`src/rtl/ckm_pkg.sv`:
```
package ckm_pkg;
   typedef enum logic {
      HALF_LO = 1'b0,
      HALF_HI = 1'b1
   } ckm_half_e;

   function automatic int ckm_idx_width(input int n);
      return (n > 1) ? $clog2(n) : 1;
   endfunction
endpackage

```
`src/rtl/ckm_key_bank.sv`:
```
module ckm_key_bank #(
   parameter int WORD_W = 32
) (
   input  logic                clk,
   input  logic                rst_n,
   input  logic                lo_we,
   input  logic                hi_we,
   input  logic [WORD_W-1:0]   wdata,
   output logic [2*WORD_W-1:0] key
);
   logic [WORD_W-1:0] lo_q;
   logic [WORD_W-1:0] hi_q;

   always_ff @(posedge clk) begin
      if (!rst_n) begin
         lo_q <= '0;
         hi_q <= '0;
      end else begin
         if (lo_we) lo_q <= wdata;
         if (hi_we) hi_q <= wdata;
      end
   end

   assign key = {hi_q, lo_q};
endmodule

```
`src/rtl/ckm_mode_reg.sv`:
```
module ckm_mode_reg #(
   parameter int ARG_W = 26
) (
   input  logic             clk,
   input  logic             rst_n,
   input  logic             we,
   input  logic [ARG_W-1:0] arg,
   output logic             crypt_en
);
   logic mode_q;

   always_ff @(posedge clk) begin
      if (!rst_n)  mode_q <= 1'b0;
      else if (we) mode_q <= |arg;
   end

   assign crypt_en = mode_q;
endmodule

```
`src/rtl/ckm_settle_timer.sv`:
```
module ckm_settle_timer #(
   parameter int SETTLE_CYCLES = 2
) (
   input  logic clk,
   input  logic rst_n,
   input  logic restart,
   output logic ready
);
   generate
      if (SETTLE_CYCLES == 0) begin : g_none
         assign ready = 1'b1;
      end else begin : g_count
         localparam int CNT_W = $clog2(SETTLE_CYCLES + 1);
         localparam logic [CNT_W-1:0] DONE = CNT_W'(SETTLE_CYCLES);
         logic [CNT_W-1:0] cnt_q;

         always_ff @(posedge clk) begin
            if (!rst_n)              cnt_q <= DONE;
            else if (restart)        cnt_q <= '0;
            else if (cnt_q != DONE)  cnt_q <= cnt_q + 1'b1;
         end

         assign ready = (cnt_q == DONE);
      end
   endgenerate
endmodule

```
`src/rtl/cipher_key_mode_regs.sv`:
```
module cipher_key_mode_regs #(
   parameter int NUM_KEYS      = 3,
   parameter int WORD_W        = 32,
   parameter int KEY_W         = 64,
   parameter int ARG_W         = 26,
   parameter int SETTLE_CYCLES = 2,
   parameter int IDX_W         = 2
) (
   input  logic                      clk,
   input  logic                      rst_n,
   input  logic                      wb_key_we,
   input  logic                      wb_key_half,
   input  logic [IDX_W-1:0]          wb_key_idx,
   input  logic [WORD_W-1:0]         wb_key_data,
   input  logic                      wb_mode_we,
   input  logic [ARG_W-1:0]          wb_mode_arg,
   output logic [NUM_KEYS*KEY_W-1:0] keys_flat,
   output logic                      crypt_en,
   output logic                      keys_ready
);
   import ckm_pkg::*;

   localparam logic [IDX_W:0] KEY_LIMIT = (IDX_W+1)'(NUM_KEYS);

   initial begin
      if (KEY_W != 2 * WORD_W)
         $fatal(1, "KEY_W must be twice WORD_W");
      if (IDX_W < ckm_idx_width(NUM_KEYS))
         $fatal(1, "IDX_W too narrow for NUM_KEYS");
      if (NUM_KEYS < 1)
         $fatal(1, "NUM_KEYS must be at least one");
   end

   ckm_half_e half;
   logic      write_ok;

   assign half     = ckm_half_e'(wb_key_half);
   assign write_ok = wb_key_we && ({1'b0, wb_key_idx} < KEY_LIMIT);

   genvar k;
   generate
      for (k = 0; k < NUM_KEYS; k++) begin : g_key
         logic hit;
         assign hit = write_ok && (wb_key_idx == IDX_W'(k));

         ckm_key_bank #(.WORD_W(WORD_W)) u_bank (
            .clk   (clk),
            .rst_n (rst_n),
            .lo_we (hit && (half == HALF_LO)),
            .hi_we (hit && (half == HALF_HI)),
            .wdata (wb_key_data),
            .key   (keys_flat[k*KEY_W +: KEY_W])
         );
      end
   endgenerate

   ckm_mode_reg #(.ARG_W(ARG_W)) u_mode (
      .clk      (clk),
      .rst_n    (rst_n),
      .we       (wb_mode_we),
      .arg      (wb_mode_arg),
      .crypt_en (crypt_en)
   );

   ckm_settle_timer #(.SETTLE_CYCLES(SETTLE_CYCLES)) u_settle (
      .clk     (clk),
      .rst_n   (rst_n),
      .restart (write_ok),
      .ready   (keys_ready)
   );
endmodule

```
`config.mk`:
```
export PLATFORM = sky130hd
export DESIGN_NAME = cipher_key_mode_regs
export DESIGN_NICKNAME = d
export VERILOG_FILES = /design/src/rtl/ckm_pkg.sv /design/src/rtl/ckm_key_bank.sv /design/src/rtl/ckm_mode_reg.sv /design/src/rtl/ckm_settle_timer.sv /design/src/rtl/cipher_key_mode_regs.sv
export SDC_FILE = /design/constraint.sdc
export NUM_CORES = 1
export LEC_CHECK = 0
export BUFFER_PORTS_ARGS = -buffer_cell sky130_fd_sc_hd__buf_2
export CELL_PAD_IN_SITES_DETAIL_PLACEMENT = 2
export CELL_PAD_IN_SITES_GLOBAL_PLACEMENT = 2
export CORE_ASPECT_RATIO = 1.75
export CORE_MARGIN = 3
export CORE_UTILIZATION = 35
export CTS_BUF_LIST = sky130_fd_sc_hd__clkbuf_4 sky130_fd_sc_hd__clkbuf_8
export DETAILED_ROUTE_END_ITERATION = 10
export PLACE_DENSITY_LB_ADDON = 0.1
export SYNTH_ARGS = -nofsm -noshare
export SYNTH_HDL_FRONTEND = slang
export SYNTH_HIERARCHICAL = 1
export SYNTH_SLANG_ARGS = --single-unit
```
`constraint.sdc`:
```
create_clock -name clk -period 2.94 [get_ports clk]
set_input_delay 0.588 -clock clk [delete_from_list [all_inputs] [get_ports clk]]
set_output_delay 0.588 -clock clk [all_outputs]
set_load 0.005 [all_outputs]
```
Yosys cells after proc, flatten, opt, wreduce, memory -nomap -nowiden

Cells that the tools add are included.

Register bits after elaboration: 195
Output and inout bits: 194
Word-level logic and storage cells: 33

Add/subtract/negate cells: 1
Order comparisons: 1
Eq/ne operators: 4
Muxes and demuxes: 2
Bitwise operators: 2
Reduce and logical (&&, ||, !) cells: 14

Operators by type and width:

| cell                                                                   | count |
|---|---|
| 26-bit OR reduction                                                    | 1 |
| 1-bit logical AND                                                      | 10 |
| 2-bit equality test (second input constant)                            | 2 |
| 2-bit 2-to-1 mux                                                       | 2 |
| 2-bit by 1-bit adder with 2-bit output (second input constant)         | 1 |
| 2-bit by 1-bit equality test with 1-bit output (second input constant) | 1 |
| 2-bit zero test                                                        | 1 |
| 2-bit less-than comparator (second input constant)                     | 1 |
| 2-bit != test (second input constant)                                  | 1 |
| 1-bit NOT                                                              | 2 |
| 2-bit nonzero test                                                     | 1 |
| 2-bit OR reduction                                                     | 1 |

Logic depth before layout (Yosys ltp)

Gate-level depths: netlist of the first run.

Depth after elaboration: 4
Depth in mapped cells: 5
Mapped depth without buffers: 3

Cells and area by module

Netlist of the first run, hierarchy kept.

By module, submodules not included:

| module               | times used | cells an instance | area each (sq um) | sequential area each (sq um) |
|---|---|---|---|---|
| ckm_key_bank         | 3          | 207               | 2492.4            | 1281.2 |
| ckm_mode_reg         | 1          | 11                | 93.8              | 20.0 |
| cipher_key_mode_regs | 1          | 7                 | 82.6              | 0.0 |
| ckm_settle_timer     | 1          | 6                 | 77.6              | 40.0 |

Worst setup path before layout of the first run

No wires, ideal clock.

Path kind: input-to-reg
From: input port wb_key_idx[0]
To: register g_key[0].u_bank.lo_q[0]
Library setup time: 116 ps
Arrival: 1396 ps
Required time: 2824 ps
Slack: 1428 ps
Cell stages on the path: 5
Buffers on the path: 2
Cell sequence: nor4b_2 -> buf_6 -> buf_12 -> mux2i_1 -> nor2b_1

Longest elaborated chain between the ends: 4
Elaborated cells between the ends (all ways): 5
Those cells by class: order compare: 1; reduce/logical: 4

Ends and longest elaborated chain:

| what                       | line                       | RTL |
|---|---|---|
| start: declaration         | cipher_key_mode_regs.sv:13 | `input logic [IDX_W-1:0] wb_key_idx,` |
| 2-bit less-than comparator | cipher_key_mode_regs.sv:38 | `assign write_ok = wb_key_we && ({1'b0, wb_key_idx} < KEY_LIMIT);` |
| 1-bit logical AND          | cipher_key_mode_regs.sv:38 |  |
| 1-bit logical AND (*)      | cipher_key_mode_regs.sv:44 | `assign hit = write_ok && (wb_key_idx == IDX_W'(k));` |
| 1-bit logical AND (*)      | cipher_key_mode_regs.sv:49 | `.lo_we (hit && (half == HALF_LO)),` |
| end signal: assignment     | ckm_key_bank.sv:19         | `if (lo_we) lo_q <= wdata;` |
| end: declaration           | ckm_key_bank.sv:11         | `logic [WORD_W-1:0] lo_q;` |

Mark *: on every way between the ends. The rest lies on a longest branch, timed or not.
A chain may end at the register's enable or synchronous reset.

Worst setup path after layout of the first run

From: register u_settle.g_count.cnt_q[0]
To: output port keys_ready

Longest elaborated chain between the ends: 1

Ends and longest elaborated chain:

| what                     | line                       | RTL |
|---|---|---|
| start: declaration       | ckm_settle_timer.sv:15     | `logic [CNT_W-1:0] cnt_q;` |
| start signal: assignment | ckm_settle_timer.sv:20     | `else if (cnt_q != DONE) cnt_q <= cnt_q + 1'b1;` |
| 2-bit equality test      | ckm_settle_timer.sv:23     | `assign ready = (cnt_q == DONE);` |
| end: declaration         | cipher_key_mode_regs.sv:19 | `output logic keys_ready` |

No other way between the ends.

==> reports/results.txt, run 1 <==
The initial core utilization was 35.81%; the overall die height was 202.6 um. Between clock sinks in the finished design, the worst skew comes to 0.0002505 ns. The number of buffers added by the clock tree synthesis step was 17. The largest net degree at the start of global routing is 117, and the total area of sequential cells is 3904 um^2. The startpoint kind of the worst setup timing path is a flip-flop.

Summed instance area of the synthesized netlist: 7731 um^2. After detailed routing, the average wire length per cell comes to 20.14 um. After Yosys synthesis, full adders, half adders and majority gates account for 0% of the synthesized area. TritonCTS built the clock tree. Area enclosed by the die boundary: 23980 um^2. Boundary pin count: 259.

In the layout the commonest cells are buf_2 (257), dfxtp_1 (195), mux2i_1 (192), nor2b_1 (192), clkbuf_8 (21). The core area was 21590 um^2; the horizontal extent of the die was 118.4 um. The number of fill cells in the layout is 2370, and the top cell type's share of synthesized area is 50.49%. VDD sags by at most 0.2321 mV.

The detailed placement HPWL is 17840 um. The synthesized area per cell works out to 11.99 um^2. The multi-input combinational cells in the finished layout cover a total of 3326 um^2. The path type of the worst min-delay path is in2reg. After synthesis, the largest family of logic cells by area is multiplexers.

Antenna cell count: 0. The worst setup path is of the reg2out kind. The run finished with clean final reports. STA puts the critical path data arrival time at 1.21 ns.

The cell count after synthesis was 645. The synthesized-area fraction occupied by ao, oa, aoi and oai cells works out to 0.3075%. Across all layers, the routed design uses 5570 vias. The worst hold margin came out at 0.4088 ns. The biggest area contributor in the post-synthesis netlist is dfxtp_1. The worst path uses 61.07% of the clock period.

The number of hold buffers added after cts is 0. The nature of the critical path endpoint is an output port. The congestion estimate from routability-driven global placement came to 0.7511. The number of max-cap violations was 0; the number of H-tree levels was 4. The total number of yosys warnings was 6; the detailed-route DRC error count was 0. The logs give 0 for the number of endpoints with negative hold slack in the final report and 36780 um for the global-route wire length before repair. The count of nets left with antenna violations once routing finished came out at 0. The mux share of post-synthesis cell area works out to 24.86%. Maximum net fanout on the critical path: 3. Ranked by total cell area, the synthesized netlist is headed by dfxtp_1 (50%), mux2i_1 (25%), nor2b_1 (16%).

The root buffer cell chosen for the clock tree is clkbuf_8. Post-CTS repair changed the size of 0 cells. After routing, the total negative slack on setup checks comes to 0 ns. The netlist uses 19 different library cells.

The number of antenna violations at the first check in global routing came out at 1. The floorplan has 71 rows. After synthesis the netlist holds a flip-flop and latch count of 195. Using the TritonRoute via totals, the vias-per-cell ratio works out to 4.669.

Across every metal layer, demand over resource in global routing totals 20.03%. The detailed-routing iteration count for the pre-antenna-repair pass is 4. The first routing iteration left 176 violations.

Most common library cell in the layout ignoring fill and taps: buf_2. The number of global-route vias before repair came out at 6184. The worst register-to-register path has a setup slack of 2.22 ns. Data on the critical path is required at its endpoint by 2.35 ns. The post-synth net total is 710, and the clock-pin slew of the registers on the worst-case setup and hold paths is 0.09 ns. The time the final worst path needs with I/O delays and setup is 1.795 ns. The power density over cell area works out to 518.7 nW/um^2.

The tools report the final wirelength as 24020 um. The number of slew-limit violations in the final report is 0. Top achievable clock speed: 557.0 MHz. Relative to the synthesized area, the layout overhead comes to 21.62%. The count of port buffers added during placement works out to 258.

Worst relative slew slack: 59.42%. The clock reaches the later pin of the worst-skew pair after 0.45 ns. Setup violations remaining at the end of the flow were counted as 0. The total leakage power was 3.772 nW; the maximum clock insertion buffer count was 2. The sum of overflow across all layers after global routing was 0.

For this run, the post-layout net count is 953. For this design, the sink count on the clock tree is 195. For the pin with the worst max-slew slack, the measured transition is 0.6087 ns. Of the cells placed in the final design, the portion with a size suffix greater than 1 is 34.41%.

Of the total synthesized cell area, the portion taken by XOR and XNOR cells is 0.1133%. After clock tree synthesis, the setup repair step added 0 buffers. Setup repair after global routing left no endpoint under its margin. Of the synthesized area, sequential elements account for 50.49%.

The synthesized netlist devotes 17.62% of its cell area to simple gates.
-- sequential cells by signal, summed over array words and instances (netlist names) --
signal / flops
g_key.u_bank/hi_q: 96
g_key.u_bank/lo_q: 96
u_settle/g_count.cnt_q: 2
u_mode/crypt_en: 1
-- per-layer routing --
metal  vias to the layer above  GRT usage (%)  wire length [um]
li1                       2636              -                 -
met2                       154          39.29             13690
met1                      2749          19.66              8556
met5                         -              0                 7
met4                         2          7.086               528
met3                        29          5.686              1241
-- worst paths after layout --
kind	start	cells after the start	to
worst max-delay path	u_settle/g_count.cnt_q[0]	2	keys_ready
worst min-delay path	rst_n	2	u_mode/crypt_en
worst max register to register	u_settle/g_count.cnt_q[1]	2	u_settle/g_count.cnt_q[1]
worst min register to register	u_settle/g_count.cnt_q[0]	1	u_settle/g_count.cnt_q[0]
-- cell type report --
class,count,area share [%]
Sequential cell,195,41.52
Multi-Input combinational cell,405,35.37
Timing Repair Buffer,269,15.04
Tap cell,292,3.886
Clock buffer,22,3.154
Clock inverter,10,1.038
-- critical path: stages, from the launching register on --
cell and delay (ns):
dfxtp_1 0.39, and2b_2 0.23, buf_2 0.14
-- per-stage QoR --
stage | area, um^2 | cells | util [%] | total power, mW | setup slack, ns
global placement | 9009 | 1161 | 41.73 | 3.198 | 0.9852
detailed placement | 9009 | 1161 | 41.73 | 3.222 | 0.8861
CTS | 9403 | 1193 | 43.56 | 4.966 | 1.084
finish | 9403 | 1193 | 43.56 | 4.877 | 1.145
global route | 9403 | 1193 | 43.56 | 5.121 | 1.063
floorplan | 7731 | 645 | - | 3.022 | 1.428
-- where the power goes --
| group | internal (mW) | leakage [nW] | switching, mW |
|---|---|---|---|
| Clock | 0.778 | 0.196 | 0.951 |
| Combinational | 0.195 | 2.00 | 0.221 |
| Sequential | 2.70 | 1.58 | 0.0326 |
| Total | 3.67 | 3.77 | 1.21 |
-- logic make-up (layout without fill, tap and decap cells) --
logic type / count (synthesis) / after routing
muxes: 192 / 192
buffers and inverters: 45 / 301
xor gates and xnor gates: 1 / 1
and+or+nand+nor: 209 / 209
AOI/OAI and AO/OA: 3 / 3
DFF: 195 / 195
-- cell usage after synthesis (all sizes together) --
| cell type | number |
|---|---|
| a21boi | 1 |
| and2b | 1 |
| and4b | 2 |
| and4bb | 3 |
| buf | 27 |
| clkbuf | 18 |
| dfxtp | 195 |
| mux2i | 192 |
| nand3 | 1 |
| nand4 | 1 |
| nor2b | 192 |
| nor3 | 1 |
| nor4 | 5 |
| nor4b | 3 |
| o21ai | 1 |
| o221a | 1 |
| xnor2 | 1 |
Note: power is estimated with default switching activity, not from simulation.
==> run 2, diff against run 1 <==
Settings changed: CORE_UTILIZATION 35 to 30.
Clock period 2.94 ns to 1.5 ns, I/O delays scaled along.
==> run 2 against run 1 <==
Sequential share of layout area decreased by 0.65 points. Via count rose by 0.45%. Final area grew 1.7%. Wire length grew 5.2%. Critical path depth stayed put. Combinational power rose by 100%. First-iteration DRC count decreased by 17%. Power is 100% higher. Cell count up 2.2%. Non-clock buffer count up 5. Register-to-register slack got worse by 1.6 ns. Largest power group unchanged.
==> reports/results.txt, run 2 (synthesized netlist as in run 1, its figures left out) <==
The number of antenna-violating nets in the routed design came out at 0. Final sum of negative setup slack: 0 ns. Entering global routing, the biggest net connects 96 pins. The delay of the slowest critical-path stage works out to 0.33 ns.

Between clock sinks in the finished design, the worst skew comes to 0.00009065 ns. In the layout the commonest cells are buf_2 (256), dfxtp_1 (193), mux2i_1 (192), nor2b_1 (192), clkbuf_8 (22). In this run, placement finished with an instance count of 1189. Of the available clock period, the critical path in the final layout requires 96.65%.

Dividing the detail-routed via count by the number of cells gives 4.590. Among all stages on the critical path, the largest delay is contributed by dfxtp_2. For the number of rows created at floorplan, the log shows 77. The non-filler instance count after layout was 1219. The highest metal layer carrying signal wires in the routed design is met4.

The first-iteration detailed-routing DRC count is 146, and the total buffers and inverters traversed by the critical path is 1. The worst register-to-register path begins at u_settle/g_count.cnt_q[0]. Input and output buffers added on the ports amount to 258.

The die is 127.4 um wide. In this run the most critical hold path is launched from wb_mode_we. STA puts the critical path data required time at 1.20 ns. The most critical setup path has its startpoint at u_settle/g_count.cnt_q[0]. The arrival time of data at the critical path endpoint is 1.15 ns, and the met2 wire length is 14650 um. The tools report the antenna cell count as 0. The longest clock path from root to sink contains 2 buffers. The area added between synthesis and finish was 23.63%. For the global placer's final weighted congestion, the log shows 0.7317.

The number of slew-limit violations in the final report came out at 0. The vias after detailed routing is 5595, and the number of max-cap violations is 0. The maximum net fanout on the critical path is 2. Clock latency on the worst-skew pair, taken at its later pin, is 0.49 ns. TritonCTS created 17 clock buffers. Per-cell routed wire length: 20.74 um. The clock tree synthesis step divided the H-tree into 4 levels. After detailed routing, the met3 layer carries 1338 um of wire.

Wires add up to 25280 um. Walking the worst path, the cells encountered are and2b_2 -> buf_6. The kind of critical path is reg2out. The time the final worst path needs with I/O delays and setup was 1.450 ns. The run gives 27810 um^2 as the area enclosed by the die boundary. For the total leakage power, the log shows 3.829 nW. The run gives 4 as the detailed-routing iteration count for the pre-antenna-repair pass. Grouping stages by cell kind, the critical path spends the most delay in flip-flops. Number of global-route vias before repair: 6425. The number of endpoints with negative hold slack in the final report was 0; the worst relative slew slack was 71.20%. For this design, the sink count on the clock tree is 195.

Global routing used 18.33% of the available tracks. The power density over cell area was 1018 nW/um^2; the routed metal-1 wire length was 8946 um. Nature of the critical path endpoint: an output port.

From bottom edge to top edge, the die measures 218.4 um. Derived from the worst setup path, the maximum achievable clock frequency is 689.8 MHz. The library cell used most frequently in the layout, excluding fill and tap cells, is buf_2.

Detailed-route DRC error count: 0. Setup repair after global routing could not meet its margin everywhere. The logs give 0.4678 mV for the peak supply drop and 30.51% for the initial core utilization. Pin placement for this block handled 259 I/O pins.

Path type of the worst min-delay path: in2reg. Summed over all nets, the half-perimeter wirelength after detailed placement is 19020 um. The global-route wire length before repair was 38360 um. The worst setup path is launched from a flip-flop.

The run finished with clean final reports. In the final layout, the registers with the most flip-flops are g_key.u_bank/hi_q: 96 flops, g_key.u_bank/lo_q: 96 flops, u_settle/g_count.cnt_q: 2 flops. After the last flow step, the layout net total stands at 958. In this run the clock root is driven by a clkbuf_8. The core area is 25340 um^2. Setup violations remaining at the end of the flow were counted as 0. The sum of overflow across all layers after global routing was 0; the number of fill cells in the layout was 2757.

Number of antenna violations at the first check in global routing: 0. The ratio of cells with drive above 1 in the final layout was 34.77%. TritonCTS built the clock tree. Clock-pin slew was measured on the worst setup and hold paths at 0.09 ns.

The transition at the pin with the smallest max-transition slack works out to 0.4282 ns.
## run 2: changes by cell type in the layout (fill, tap and decap cells not counted)
cell / delta
buf_4: -1
dfxtp_2: +2
clkinv_2: -1
buf_12: +6
clkinvlp_4: -2
inv_6: -3
buf_2: -1
bufinv_16: +1
clkinv_4: -1
buf_6: +1
clkbuf_4: +2
dfxtp_1: -2
clkbuf_8: +1
## run 2: where the power goes
group	leakage, nW	switching, mW	internal (mW)
sequential	1.58	0.0648	5.29
clock	0.204	1.80	1.73
combinational	2.05	0.446	0.402
## run 2: layout make-up
cell class	count	area (um^2)	area share [%]
sequential	195	3906	40.87
multi-input combinational	405	3326	34.80
timing repair buffer	274	1533	16.04
tap	316	395.4	4.137
clock buffer	25	325.3	3.404
clock inverter	4	72.57	0.7593
## run 2: routing by layer
layer	global-route usage [%]	vias to the layer above
met1	17.82	2786
met4	6.120	0
met2	36.32	148
met5	0	-
li1	-	2641
met3	4.916	20
## run 2: final timing paths
kind	slack (ns)	cells after the start	to
worst min-delay path	0.11	2	u_mode/crypt_en
worst min register to register	0.46	1	u_settle/g_count.cnt_q[0]
worst max-delay path	0.05	2	keys_ready
worst max register to register	0.66	2	u_settle/g_count.cnt_q[0]
## run 2: metrics by stage
step / hold slack, ns / area, um^2 / power, mW / util [%] / setup slack, ns
2_1_floorplan: 0.3800 / 7731 / 5.924 / - / 0.2756
3_3_place_gp: 0.4672 / 9144 / 6.302 / 36.09 / -0.02568
3_5_place_dp: 0.5048 / 9144 / 6.347 / 36.09 / -0.08535
4_1_cts: 0.05170 / 9558 / 9.948 / 37.72 / -0.01633
5_1_grt: 0.09468 / 9558 / 10.20 / 37.72 / -0.02551
6_report: 0.1114 / 9558 / 9.730 / 37.72 / 0.05026
## run 2: timing repair
item                                   4_1_cts  5_1_grt
gates resized for setup                      4        0
buffers inserted                             1        0
setup endpoints to repair                    1        1
endpoints found under the hold margin        0        0
hold buffers                                 0        0
